==> config.mk <==
export PLATFORM = sky130hd
export DESIGN_NAME = evt_timer
export DESIGN_NICKNAME = d
export VERILOG_FILES = /design/src/rtl/evt_timer_pkg.sv /design/src/rtl/evt_timer_bus.sv /design/src/rtl/evt_timer_cnt.sv /design/src/rtl/evt_timer_irq.sv /design/src/rtl/evt_timer.sv
export SDC_FILE = /design/constraint.sdc
export NUM_CORES = 1
export LEC_CHECK = 0
export BUFFER_PORTS_ARGS = -buffer_cell sky130_fd_sc_hd__buf_4
export CORE_AREA = 2 2 117 119
export DETAILED_ROUTE_END_ITERATION = 10
export DIE_AREA = 0 0 119 121
export PLACE_DENSITY = 0.75
export SLEW_MARGIN = 30
export SYNTH_ARGS = -nofsm -noshare
export SYNTH_HDL_FRONTEND = slang
export SYNTH_SLANG_ARGS = --single-unit
export TNS_END_PERCENT = 1
==> constraint.sdc <==
create_clock -name clk -period 5.4 [get_ports clk]
set_clock_uncertainty 0.1 [all_clocks]
set_input_delay 0.54 -clock clk [delete_from_list [all_inputs] [get_ports clk]]
set_output_delay 0.54 -clock clk [all_outputs]
set_load 0.03 [all_outputs]
==> src/rtl/evt_timer_pkg.sv <==
package evt_timer_pkg;

  // Register byte offsets
  localparam int unsigned OFS_LOAD_LO  = 'h000;
  localparam int unsigned OFS_CTRL     = 'h004;
  localparam int unsigned OFS_MASK_SET = 'h02c;
  localparam int unsigned OFS_MASK_CLR = 'h030;
  localparam int unsigned OFS_PEND_CLR = 'h034;

  // Control word flag positions
  localparam int unsigned CTRL_RUN_BIT = 24;
  localparam int unsigned CTRL_REP_BIT = 28;
  localparam int unsigned CTRL_LD_BIT  = 30;

  typedef enum logic [2:0] {
    SEL_NONE,
    SEL_LO,
    SEL_CTRL,
    SEL_MSET,
    SEL_MCLR,
    SEL_PCLR
  } reg_sel_e;

  typedef struct packed {
    logic load;
    logic run;
    logic rep;
  } ctrl_flags_t;

endpackage

==> src/rtl/evt_timer_bus.sv <==
module evt_timer_bus
  import evt_timer_pkg::*;
#(
  parameter int unsigned ADDR_W = 8,
  parameter int unsigned DATA_W = 32,
  parameter int unsigned HI_W   = 24
) (
  input  logic              clk,
  input  logic              rst_n,
  input  logic              bus_en,
  input  logic              bus_wr,
  input  logic [ADDR_W-1:0] bus_addr,
  input  logic [DATA_W-1:0] bus_wdata,
  input  logic              run_q,
  input  logic              rep_q,
  input  logic              mask_q,
  input  logic              pend_q,
  output logic [DATA_W-1:0] lo_q,
  output logic [HI_W-1:0]   hi_q,
  output logic [HI_W-1:0]   hi_wdata,
  output logic              ctrl_wr,
  output ctrl_flags_t       flags,
  output logic              mask_set,
  output logic              mask_clr,
  output logic              pend_clr,
  output logic [DATA_W-1:0] bus_rdata
);

  reg_sel_e          sel;
  logic              wr_stb;
  logic              lo_ce;
  logic              hi_ce;
  logic [DATA_W-1:0] lo_d;
  logic [HI_W-1:0]   hi_d;
  logic              unused_wdata_bits;

  // Address decode
  always_comb begin
    if (bus_addr == ADDR_W'(OFS_LOAD_LO))       sel = SEL_LO;
    else if (bus_addr == ADDR_W'(OFS_CTRL))     sel = SEL_CTRL;
    else if (bus_addr == ADDR_W'(OFS_MASK_SET)) sel = SEL_MSET;
    else if (bus_addr == ADDR_W'(OFS_MASK_CLR)) sel = SEL_MCLR;
    else if (bus_addr == ADDR_W'(OFS_PEND_CLR)) sel = SEL_PCLR;
    else                                         sel = SEL_NONE;
  end

  assign wr_stb   = bus_en & bus_wr;
  assign ctrl_wr  = wr_stb & (sel == SEL_CTRL);
  assign mask_set = wr_stb & (sel == SEL_MSET) & bus_wdata[0];
  assign mask_clr = wr_stb & (sel == SEL_MCLR) & bus_wdata[0];
  assign pend_clr = wr_stb & (sel == SEL_PCLR) & bus_wdata[0];

  assign hi_wdata   = bus_wdata[HI_W-1:0];
  assign flags.load = bus_wdata[CTRL_LD_BIT];
  assign flags.run  = bus_wdata[CTRL_RUN_BIT];
  assign flags.rep  = bus_wdata[CTRL_REP_BIT];

  assign unused_wdata_bits = ^{bus_wdata[DATA_W-1:CTRL_LD_BIT+1],
                               bus_wdata[CTRL_LD_BIT-1:CTRL_REP_BIT+1],
                               bus_wdata[CTRL_REP_BIT-1:CTRL_RUN_BIT+1]};

  // Next state of the staging registers
  always_comb begin
    lo_ce = wr_stb & (sel == SEL_LO);
    hi_ce = ctrl_wr;
    lo_d  = bus_wdata;
    hi_d  = hi_wdata;
  end

  always_ff @(posedge clk or negedge rst_n) begin
    if (!rst_n) begin
      lo_q <= '0;
      hi_q <= '0;
    end else begin
      if (lo_ce) lo_q <= lo_d;
      if (hi_ce) hi_q <= hi_d;
    end
  end

  // Combinational read path
  always_comb begin
    bus_rdata = '0;
    if (bus_en && !bus_wr) begin
      unique case (sel)
        SEL_LO:   bus_rdata = lo_q;
        SEL_CTRL: begin
          bus_rdata[HI_W-1:0]    = hi_q;
          bus_rdata[CTRL_RUN_BIT] = run_q;
          bus_rdata[CTRL_REP_BIT] = rep_q;
        end
        SEL_MSET: begin
          bus_rdata[0] = mask_q;
          bus_rdata[1] = pend_q;
        end
        default:  bus_rdata = '0;
      endcase
    end
  end

endmodule

==> src/rtl/evt_timer_cnt.sv <==
module evt_timer_cnt
  import evt_timer_pkg::*;
#(
  parameter int unsigned CNT_W = 56
) (
  input  logic             clk,
  input  logic             rst_n,
  input  logic             ctrl_wr,
  input  ctrl_flags_t      flags,
  input  logic [CNT_W-1:0] load_val,
  input  logic [CNT_W-1:0] reload_val,
  output logic             run_q,
  output logic             rep_q,
  output logic             expire
);

  logic [CNT_W-1:0] count_q;
  logic [CNT_W-1:0] count_d;
  logic             run_d;
  logic             rep_d;
  logic             cnt_ce;
  logic             at_end;

  // A count of 1 (or 0 after an undersized load) ends the interval
  assign at_end = (count_q <= CNT_W'(1));
  // A control write in the same cycle takes precedence over expiry
  assign expire = run_q & at_end & ~ctrl_wr;
  assign cnt_ce = ctrl_wr | run_q;

  always_comb begin
    count_d = count_q;
    run_d   = run_q;
    rep_d   = rep_q;
    if (ctrl_wr) begin
      run_d = flags.run;
      rep_d = flags.rep;
      if (flags.load) count_d = load_val;
    end else if (expire) begin
      if (rep_q) count_d = reload_val;
      else       run_d   = 1'b0;
    end else if (run_q) begin
      count_d = count_q - CNT_W'(1);
    end
  end

  always_ff @(posedge clk or negedge rst_n) begin
    if (!rst_n) begin
      count_q <= '0;
      run_q   <= 1'b0;
      rep_q   <= 1'b0;
    end else if (cnt_ce) begin
      count_q <= count_d;
      run_q   <= run_d;
      rep_q   <= rep_d;
    end
  end

endmodule

==> src/rtl/evt_timer_irq.sv <==
module evt_timer_irq (
  input  logic clk,
  input  logic rst_n,
  input  logic mask_set,
  input  logic mask_clr,
  input  logic pend_clr,
  input  logic expire,
  output logic mask_q,
  output logic pend_q,
  output logic irq
);

  logic mask_d;
  logic pend_d;
  logic irq_ce;

  always_comb begin
    mask_d = mask_q;
    if (mask_set)      mask_d = 1'b1;
    else if (mask_clr) mask_d = 1'b0;
    // Expiry outranks a clear on the same edge
    pend_d = pend_q;
    if (expire)        pend_d = 1'b1;
    else if (pend_clr) pend_d = 1'b0;
    irq_ce = mask_set | mask_clr | pend_clr | expire;
  end

  always_ff @(posedge clk or negedge rst_n) begin
    if (!rst_n) begin
      mask_q <= 1'b0;
      pend_q <= 1'b0;
    end else if (irq_ce) begin
      mask_q <= mask_d;
      pend_q <= pend_d;
    end
  end

  assign irq = pend_q & mask_q;

endmodule

==> src/rtl/evt_timer.sv <==
module evt_timer
  import evt_timer_pkg::*;
#(
  parameter int unsigned ADDR_W = 8,
  parameter int unsigned DATA_W = 32,
  parameter int unsigned CNT_W  = 56
) (
  input  logic              clk,
  input  logic              rst_n,
  input  logic              bus_en,
  input  logic              bus_wr,
  input  logic [ADDR_W-1:0] bus_addr,
  input  logic [DATA_W-1:0] bus_wdata,
  output logic [DATA_W-1:0] bus_rdata,
  output logic              irq
);

  localparam int unsigned HI_W = CNT_W - DATA_W;

  logic [1:0]        rst_pipe;
  logic              rst_ni;
  logic [DATA_W-1:0] lo_q;
  logic [HI_W-1:0]   hi_q;
  logic [HI_W-1:0]   hi_wdata;
  logic              ctrl_wr;
  ctrl_flags_t       flags;
  logic              mask_set;
  logic              mask_clr;
  logic              pend_clr;
  logic              run_q;
  logic              rep_q;
  logic              mask_q;
  logic              pend_q;
  logic              expire;
  logic [CNT_W-1:0]  load_val;
  logic [CNT_W-1:0]  reload_val;

  // Asynchronous assert, synchronous release
  always_ff @(posedge clk or negedge rst_n) begin
    if (!rst_n) rst_pipe <= 2'b00;
    else        rst_pipe <= {rst_pipe[0], 1'b1};
  end
  assign rst_ni = rst_pipe[1];

  assign load_val   = {hi_wdata, lo_q};
  assign reload_val = {hi_q, lo_q};

  evt_timer_bus #(
    .ADDR_W (ADDR_W),
    .DATA_W (DATA_W),
    .HI_W   (HI_W)
  ) u_bus (
    .clk       (clk),
    .rst_n     (rst_ni),
    .bus_en    (bus_en),
    .bus_wr    (bus_wr),
    .bus_addr  (bus_addr),
    .bus_wdata (bus_wdata),
    .run_q     (run_q),
    .rep_q     (rep_q),
    .mask_q    (mask_q),
    .pend_q    (pend_q),
    .lo_q      (lo_q),
    .hi_q      (hi_q),
    .hi_wdata  (hi_wdata),
    .ctrl_wr   (ctrl_wr),
    .flags     (flags),
    .mask_set  (mask_set),
    .mask_clr  (mask_clr),
    .pend_clr  (pend_clr),
    .bus_rdata (bus_rdata)
  );

  evt_timer_cnt #(
    .CNT_W (CNT_W)
  ) u_cnt (
    .clk        (clk),
    .rst_n      (rst_ni),
    .ctrl_wr    (ctrl_wr),
    .flags      (flags),
    .load_val   (load_val),
    .reload_val (reload_val),
    .run_q      (run_q),
    .rep_q      (rep_q),
    .expire     (expire)
  );

  evt_timer_irq u_irq (
    .clk      (clk),
    .rst_n    (rst_ni),
    .mask_set (mask_set),
    .mask_clr (mask_clr),
    .pend_clr (pend_clr),
    .expire   (expire),
    .mask_q   (mask_q),
    .pend_q   (pend_q),
    .irq      (irq)
  );

endmodule

# Yosys cells after proc, flatten, opt, wreduce, memory -nomap -nowiden
# Index checks and enable logic that the tools add are counted.
classes:
  add_sub_neg: 1
  magnitude_cmp: 1
  eq_ne: 12
  muxes: 23
  bitwise_logic: 17
  reduce_logical: 12
ops:
  columns: ["operator", "n"]
  rows:
  - ["$mux 56", 5]
  - ["$le 56x1->1 const B", 1]
  - ["$sub 56x1->56 const B", 1]
  - ["$pmux 23 s2", 1]
  - ["$mux 32", 1]
  - ["$eq 8x6->1 const B", 3]
  - ["$mux 3", 7]
  - ["$and 1x1->1", 12]
  - ["$eq 8x3->1 const B", 1]
  - ["$logic_not 8->1", 1]
  - ["$mux 1", 7]
  - ["$eq 3x2->1 const B", 2]
  - ["$eq 3x3->1 const B", 2]
  - ["$pmux 2 s3", 1]
  - ["$reduce_and 2->1", 3]
  - ["$reduce_bool 2->1", 3]
  - ["$or 1x1->1", 4]
  - ["$reduce_and 4->1", 1]
  - ["$eq 3x1->1 const B", 1]
  - ["$ne 3x1->1 const B", 1]
  - ["$reduce_and 3->1", 1]
  - ["$reduce_bool 3->1", 1]
  - ["$ne 2x1->1 const B", 1]
  - ["$ne 2x2->1 const B", 1]
  - ["4 further kinds", 4]
word_totals:
  ff_bits: 118
  output_inout_bits: 33

# Longest topological paths before layout
# Gate-level depths: netlist (run 1).
logic_depth:
  ltp_word: 13
  depth_mapped: 11
  ltp_nobuf: 8

# By module
# From an unflattened synthesis (run 1), not the netlist that was laid out.
hier_totals:
  hier_cells: 794
  area_unflattened_um2: 7512.2
modules_own_cells:
  columns: ["mod", "instances", "cells_per_inst", "area_per_inst_um2", "seq_area_each_um2"]
  rows:
  - ["evt_timer_cnt", 1, 554, 4496.8, 1451.4]
  - ["evt_timer_bus", 1, 230, 2882.8, 1401.3]
  - ["evt_timer_irq", 1, 7, 78.8, 50.0]
  - ["evt_timer", 1, 3, 53.8, 50.0]

# Worst setup path before layout (run 1)
# OpenSTA, ideal clock, no wires.
synth_path:
  path_type: "register -> register"
  from: "register u_cnt.count_q[0]"
  to: "register u_cnt.count_q[52]"
  setup_ns: 0.129
  arrival_ns: 2.734
  required_time_ns: 5.171
  slack_ns: 2.437
  path_stages_with_launch: 10
  n_path_buf: 1
  synth_period_minus_slack_ns: 2.963
  cell_sequence: "dfrtp_1 inv_1 ha_1 or3b_2 or4_4 or3_1 clkbuf_2 or4_1 a21oi_1 o32ai_1"
synth_via:
  elab_chain_cells: 5
  word_cells_on_any_way: 10
synth_lines:
  columns: ["item", "line_no", "source"]
  rows:
  - ["start, declared", "evt_timer_cnt.sv:17", "logic [CNT_W-1:0] count_q;"]
  - ["start signal, assigned", "evt_timer_cnt.sv:52", "count_q <= count_d;"]
  - ["$le 56x1->1", "evt_timer_cnt.sv:25", "assign at_end = (count_q <= CNT_W'(1));"]
  - ["$and 1x1->1 (2 in a row)", "evt_timer_cnt.sv:27", "assign expire = run_q & at_end & ~ctrl_wr;"]
  - ["$ne 3x1->1 (no line) (tied with other cells)", null, null]
  - ["$reduce_and 4->1 (no line) or $mux 56 (tied branches)", null, null]
# Several ways; a longest one is shown, not always the timed one. The select of a mux whose other input is x is not followed.
# A chain may end at the register's enable or synchronous reset.

# Worst setup path in the final report (run 1)
layout_path:
  from: "register u_cnt.count_q[26]"
  to: "register u_cnt.count_q[35]"
# Same word-level chain as after synthesis.

==> results.py, run 1 <==
metrics = {
    "status": {
        "outcome": "finished clean",
    },
    "timing": {
        "post-route-period-util_pct": 68.79,
        "period_needed_ps": 3714,
        "fmax_mhz": 269.2,
        "setup_violations": 0,
        "relSlewSlack_pct": 40.80,
        "worst_pin_slew_ps": 881.2,
        "rsz0062_at_grt": "no",
        "tns_ps": 0,
        "hold_viol": 0,
        "slew_viol_final": 0,
    },
    "power": {
        "ir_drop_v": 0.0002160,
        "power.switching_mw": 0.6644,
        "share_comb_of_total_power_pct": 13.4,
        "p_clk_share_pct": 46.6,
        "seqPwrFrac_pct": 40.0,
        "intPower_mw": 1.763,
        "power_density_nw_per_um2": 289.1,
        "swShare_pct": 27.37,
        "p_leak_nw": 3.736,
    },
    "global_route": {
        "grt_max_degree": 64,
        "grt_use_total_pct": 31.87,
        "grt_pass1_vias": 6847,
        "grt_antenna_before_repair": 0,
        "grt_pass1_wl_mm": 35.86,
        "grt_remaining_overflow": 0,
    },
    "drt": {
        "via_per_inst": 6.668,
        "dr.pass1.iters": 7,
        "avgRoutedWirePerCell_um": 21.23,
        "routed_wl_mm": 22.21,
        "drt_iter0_drc": 844,
        "postRouteAntennaNets": 0,
        "vias": 6975,
        "route.detailed.drc": 0,
    },
    "yosys": {
        "synthTopCellsByArea": "dfrtp_1, mux2_2, nand2_1",
        "synth_edf_count": 0,
        "synthCells": 803,
        "ys_warn_count": 0,
        "synth-seq-area-share_pct": 41.50,
        "netlist_area_um2": 7116,
        "netlist.area_leader.share_pct": 41.50,
        "synth_largest_area_cell": "dfrtp_1",
        "syn_avg_cell_area_um2": 8.861,
        "synth_cell_types": 63,
        "synthFlopType": "dfrtp_1",
        "syn_nets": 849,
        "synth-seq-cells": 118,
        "ys_async_sr_fraction_pct": 100.0,
    },
    "finish": {
        "syn2layout_area_growth_pct": 18.01,
        "final_util_pct": 64.17,
        "antenna_cells": 0,
        "fin_area_um2": 8397,
        "multi_input_area_um2": 3836,
        "regArea_um2": 2957,
        "fin_nets": 903,
        "layout-drive-gt1-share_pct": 20.69,
        "fillers": 1107,
    },
    "floorplanning": {
        "rows": 42,
        "die_h_um": 121,
        "initial_core_util_pct": 54.38,
        "die_w_um": 119,
        "core-area_um2": 13090,
        "ios": 77,
        "die-area_um2": 14400,
    },
    "clock_network": {
        "root_buffer": "clkbuf_16",
        "clkTransAtPathRegs_ps": 60,
        "cts_setup_buffers": 0,
        "clk_path_buf_depth": 2,
        "cts_tree": "yes",
        "cts_made_buffers": 17,
        "holdBufCountCts": 1,
        "clock_latency_ps": 430,
        "clock-sinks": 118,
        "htreeDepth": 4,
        "post_cts_resized": 0,
    },
    "worst_setup_path": {
        "critPathMaxFanout": 17,
        "crit_type": "register to register",
        "end_kind": "register",
        "reg2reg_slack_ps": 1690,
        "worstPathRequired_ps": 5600,
        "start_kind": "register",
        "crit_arrival_ps": 3910,
    },
    "placement": {
        "dpl_cell_area_um2": 7796,
        "dpl.hpwl_mm": 14.87,
        "io_buffers": 76,
        "place.gp.congestion": 0.9778,
    },
    "min_path": {
        "min_path_type": "input pin to register",
    },
    "job": {
        "cap_violations": 0,
    },
}
-- cell usage after synthesis, types with 4 or more instances --
cell type	instances
dfrtp_1	118
nand2_1	103
nor2_1	72
o21ai_0	58
mux2_2	42
clkbuf_1	34
mux2i_1	34
nor4_1	32
nand3_1	28
inv_1	27
nor3_1	26
a21oi_1	23
o2bb2ai_1	20
a22oi_1	16
or3_1	16
nand4_1	12
or4_1	11
buf_2	9
buf_1	8
o22a_1	8
a32oi_1	7
and2_1	7
a221oi_1	6
and3_1	6
and4_1	5
o221ai_1	5
nand2b_1	4
o22ai_1	4
or4_4	4
-- stage by stage --
| stage | setup slack (ps) | hold WS [ps] | total power, mW | instances |
|---|---|---|---|---|
| after floorplan | 1769 | 144.4 | 1.170 | 803 |
| after global placement | 1805 | 221.9 | 1.284 | 1013 |
| after detailed placement | 1683 | 222.7 | 1.296 | 1013 |
| after CTS | 1698 | 207.6 | 2.426 | 1046 |
| after global routing | 1542 | 219.7 | 2.506 | 1046 |
| final | 1686 | 214.4 | 2.427 | 1046 |
-- worst paths after layout --
kind	end	start	cells past startpoint
setup reg to reg	u_cnt.count_q[35]	u_cnt.count_q[26]	6
hold reg to reg	rst_pipe[1]	rst_pipe[0]	0
setup / recovery	u_cnt.count_q[35]	u_cnt.count_q[26]	6
max in group asynchronous	u_cnt.count_q[25]	rst_pipe[1]	1
min in group asynchronous	u_bus.lo_q[12]	rst_pipe[1]	0
hold / removal	u_cnt.rep_q	bus_wdata[28]	3
-- worst max-delay path: stages (launching register included) --
cell and delay (ps):
dfrtp_1 440, nor4_2 700, nand4_1 650, nor2_1 310, nand3_1 670, o311ai_0 590
o2bb2ai_1 130
-- layout make-up --
| type | instances | area share (%) |
|---|---|---|
| flip-flops and latches | 118 | 35.21 |
| well taps | 176 | 2.623 |
| clock buffers | 24 | 5.856 |
| repair buffers | 92 | 8.255 |
| inverters | 27 | 1.207 |
| clock inverters | 8 | 1.162 |
| multi-input cells | 601 | 45.69 |
-- power groups by stage --
stage               clock (mW)  combinational [mW]  sequential (mW)
floorplan                    0               0.206            0.964
global placement             0               0.304            0.980
detailed placement           0               0.313            0.983
CTS                       1.14               0.316            0.968
global route              1.18               0.351            0.975
finish                    1.13               0.326            0.970
-- cell families after synthesis --
family,after synthesis,synth area share [%]
buffers and inverters,84,4.906
and+or+nand+nor,338,23.79
muxes,76,11.43
AOI/OAI and AO/OA,184,17.97
DFF,118,41.50
other,1,0.05270
adders and majority gates,2,0.3516
-- registers in the layout, indices dropped and copies added, names as in the netlist --
register,count
u_cnt.count_q,56
u_bus.hi_q,24
u_bus.lo_q,32
u_cnt.run_q,1
rst_pipe,2
u_cnt.rep_q,1
u_irq.mask_q,1
u_irq.pend_q,1
-- cell usage in the layout, fill, tap and decap left out, types with 5 or more instances in the layout --
cell / synthesis / layout
nor2_1: 72 / 72
clkbuf_16: 0 / 17
o21ai_0: 58 / 57
a221oi_1: 6 / 6
buf_4: 1 / 91
and2_1: 7 / 7
nor3_1: 26 / 26
or3_1: 16 / 15
o22a_1: 8 / 8
nand3_1: 28 / 27
mux2_2: 42 / 42
a22oi_1: 16 / 16
a32oi_1: 7 / 7
and3_1: 6 / 5
dfrtp_1: 118 / 117
or4_1: 11 / 11
o2bb2ai_1: 20 / 20
nor4_1: 32 / 32
and4_1: 5 / 5
inv_1: 27 / 27
o221ai_1: 5 / 5
nand2_1: 103 / 103
a21oi_1: 23 / 23
mux2i_1: 34 / 34
nand4_1: 12 / 12
-- per-layer routing --
metal	GRT usage, %	wire, um	vias to the layer above	part of all wire (%)
met3	7.143	1969	76	8.9
met4	14.81	759	0	3.4
li1	-	-	3094	-
met2	51.33	10520	424	47
met5	0	0	-	0
met1	41.05	8959	3381	40
Note: power is estimated with default switching activity, not from simulation.
==> run 2: changes to the inputs <==
- ABC_AREA: not set -> 1
- CORE_AREA: 2 2 117 119 -> 2 2 124 126
- DIE_AREA: 0 0 119 121 -> 0 0 126 128
- PLACE_DENSITY: 0.75 -> 0.76
- clock period: 5.4 -> 3.1 ns (I/O delays scaled with it)
==> results.py, run 2 <==
metrics = {
    "floorplanning": {
        "rows": 45,
        "die-area_um2": 16130,
        "ios": 77,
        "die_w_um": 126,
        "die_h_um": 128,
        "initial_core_util_pct": 53.40,
        "core-area_um2": 14860,
    },
    "yosys": {
        "synth_commonest_cells": "nand2_1, nor2_1, nand3_1",
        "ys_async_sr_fraction_pct": 100.0,
        "synth_cell_types": 37,
        "syn_nets": 1248,
        "netlist_area_um2": 7938,
        "synth-seq-area-share_pct": 37.20,
        "synth_edf_count": 0,
        "ys_warn_count": 0,
        "synthTopCellsByArea": "dfrtp_1, nand2_1, nand3_1",
        "synth-compound-area-share_pct": 4.492,
        "netlist.area_leader.share_pct": 37.20,
        "synth-seq-cells": 118,
        "yosys.area_share.adder_pct": 0.3153,
        "synth_top_family_by_area": "simple AND/OR/NAND/NOR gates",
        "synth.area.mux_share_pct": 1.561,
        "synthSimpleGateAreaFrac_pct": 46.01,
        "syn_avg_cell_area_um2": 6.604,
        "yosysMostFrequentCell": "nand2_1",
        "synth_largest_area_cell": "dfrtp_1",
        "synthFlopType": "dfrtp_1",
        "synth_xor_area_share_pct": 2.759,
        "synthCells": 1202,
    },
    "finish": {
        "layout-drive-gt1-share_pct": 14.96,
        "fin_nets": 1310,
        "layout.cells.most_common": "nand2_1",
        "antenna_cells": 0,
        "syn2layout_area_growth_pct": 16.19,
        "largest_registers": "u_cnt.count_q: 56 flops, u_bus.lo_q: 32 flops, u_bus.hi_q: 24 flops",
        "instances_no_fill": 1465,
        "largest_register_ff_count": 56,
        "final_cell_mix": "nand2_1, nor2_1, nand3_1, dfrtp_1, buf_4",
        "largest-register": "u_cnt.count_q",
    },
    "timing": {
        "period_needed_ps": 2880,
        "hold_viol": 0,
        "fin_hold_ws_ps": 24.77,
        "relSlewSlack_pct": 53.88,
        "fmax_mhz": 347.2,
        "slew_viol_final": 0,
        "tns_ps": 0,
        "worst_pin_slew_ps": 691.2,
        "rsz0062_at_grt": "no",
        "setup_slack_ps": 219.6,
        "post-route-period-util_pct": 92.92,
        "setup_violations": 0,
    },
    "worst_setup_path": {
        "rr_startpoint": "u_cnt.count_q[0]",
        "start_kind": "register",
        "crit_arrival_ps": 3090,
        "r2r_cells": 13,
        "end_kind": "register",
        "critPathMaxFanout": 60,
        "r2r_end": "u_cnt.count_q[53]",
        "reg2reg_slack_ps": 220,
        "worstPathRequired_ps": 3310,
        "crit_type": "register to register",
    },
    "clock_network": {
        "clkTransAtPathRegs_ps": 60,
        "clock-sinks": 118,
        "cts_setup_buffers": 0,
        "root_buffer": "clkbuf_16",
        "clock_latency_ps": 430,
        "post_cts_resized": 0,
        "clk_path_buf_depth": 2,
        "cts_made_buffers": 17,
        "htreeDepth": 4,
        "cts_tree": "yes",
    },
    "status": {
        "outcome": "finished clean",
    },
    "job": {
        "cap_violations": 0,
    },
    "global_route": {
        "grt_antenna_before_repair": 0,
        "grt_max_degree": 61,
        "grt_pass1_wl_mm": 39.93,
        "grt_use_total_pct": 31.52,
        "grt_pass1_vias": 7776,
        "grt_remaining_overflow": 0,
    },
    "placement": {
        "dpl.cell_count": 1431,
        "place.gp.congestion": 1.032,
        "pre_cts_ws_ps": 247.9,
        "io_buffers": 76,
        "dpl.hpwl_mm": 17.72,
    },
    "drt": {
        "routed_wl_mm": 24.49,
        "drt_iter0_drc": 768,
        "route.detailed.drc": 0,
        "avgRoutedWirePerCell_um": 16.72,
        "postRouteAntennaNets": 0,
        "via_per_inst": 5.556,
        "vias": 8139,
        "dr.pass1.iters": 7,
    },
    "min_path": {
        "min_to": "u_bus.lo_q[2]",
        "hold_start": "bus_wdata[2]",
        "hold_depth": 2,
        "min_path_type": "input pin to register",
    },
    "power": {
        "power_density_nw_per_um2": 527.7,
        "ir_drop_v": 0.0004373,
        "p_leak_nw": 5.249,
    },
}
run 2: changes by cell type after synthesis, sizes merged, moves of 31 or more:
cell and change:
inv +57, mux2 -31, mux2i -34, nand2 +401, nand3 +95, nor2 +91, nor4 -31, o21ai -39
run 2: worst max-delay path by stage:
stage	cells past startpoint	end	from	slack, ps
after floorplan	6	bus_rdata[10]	bus_addr[1]	820
after global placement	13	u_cnt.count_q[53]	u_cnt.count_q[0]	340
after detailed placement	13	u_cnt.count_q[53]	u_cnt.count_q[0]	250
after CTS	13	u_cnt.count_q[53]	u_cnt.count_q[0]	230
after global routing	13	u_cnt.count_q[53]	u_cnt.count_q[0]	6
final	13	u_cnt.count_q[53]	u_cnt.count_q[0]	220
run 2: final cells by class:
class | count | area (um2)
inverters | 84 | 315.3
multi-input cells | 949 | 4385
well taps | 188 | 235.2
clock inverters | 11 | 123.9
flip-flops and latches | 118 | 2957
repair buffers | 94 | 735.7
clock buffers | 21 | 470.5
fillers | 1431 | 5642
run 2: what timing repair did:
action / CTS / global route
hold endpoints to repair: 3 / 0
setup endpoints to repair: 0 / 0
hold buffers: 2 / 0
run 2: where the power goes:
part / leakage (nW) / switching, mW / total (mW) / internal, mW
Sequential: 1.51 / 0.114 / 1.75 / 1.63
Combinational: 3.46 / 0.729 / 1.14 / 0.408
Clock: 0.274 / 0.741 / 1.98 / 1.24
run 2: cell families after synthesis:
group | Yosys count
AND/OR/NAND/NOR | 843
buffers and inverters | 135
flip-flops | 118
AO/OA/AOI/OAI | 67
XOR/XNOR | 25
multiplexers | 11
adder cells (fa/ha/maj) | 2
other | 1
run 2: through the flow:
step	utilization [%]	total power, mW	instance area (um2)
after CTS	62.05	4.878	9223
after global placement	57.91	2.869	8608
final	62.05	4.867	9223
after floorplan	-	2.586	7939
after global routing	62.05	5.103	9223
after detailed placement	57.91	2.883	8608
run 2: critical path, stage by stage, from the launching register on:
cell and delay, ps:
dfrtp_1 450, inv_1 120, ha_1 300, nand2_4 130
nor2_8 180, nand2_4 100, nor2_8 120, nand3_2 70
nand2_2 100, nand2_2 60, nand2_4 240, nand2_4 450
nand2_1 260, nand2_1 70
run 2: layer usage:
layer | track usage, % | vias up | part of all wire (%)
met1 | 42.68 | 3867 | 43
met5 | 0 | - | 0
met3 | 5.342 | 47 | 6.6
met4 | 10.86 | 0 | 2.4
met2 | 51.55 | 311 | 48
li1 | - | 3914 | -
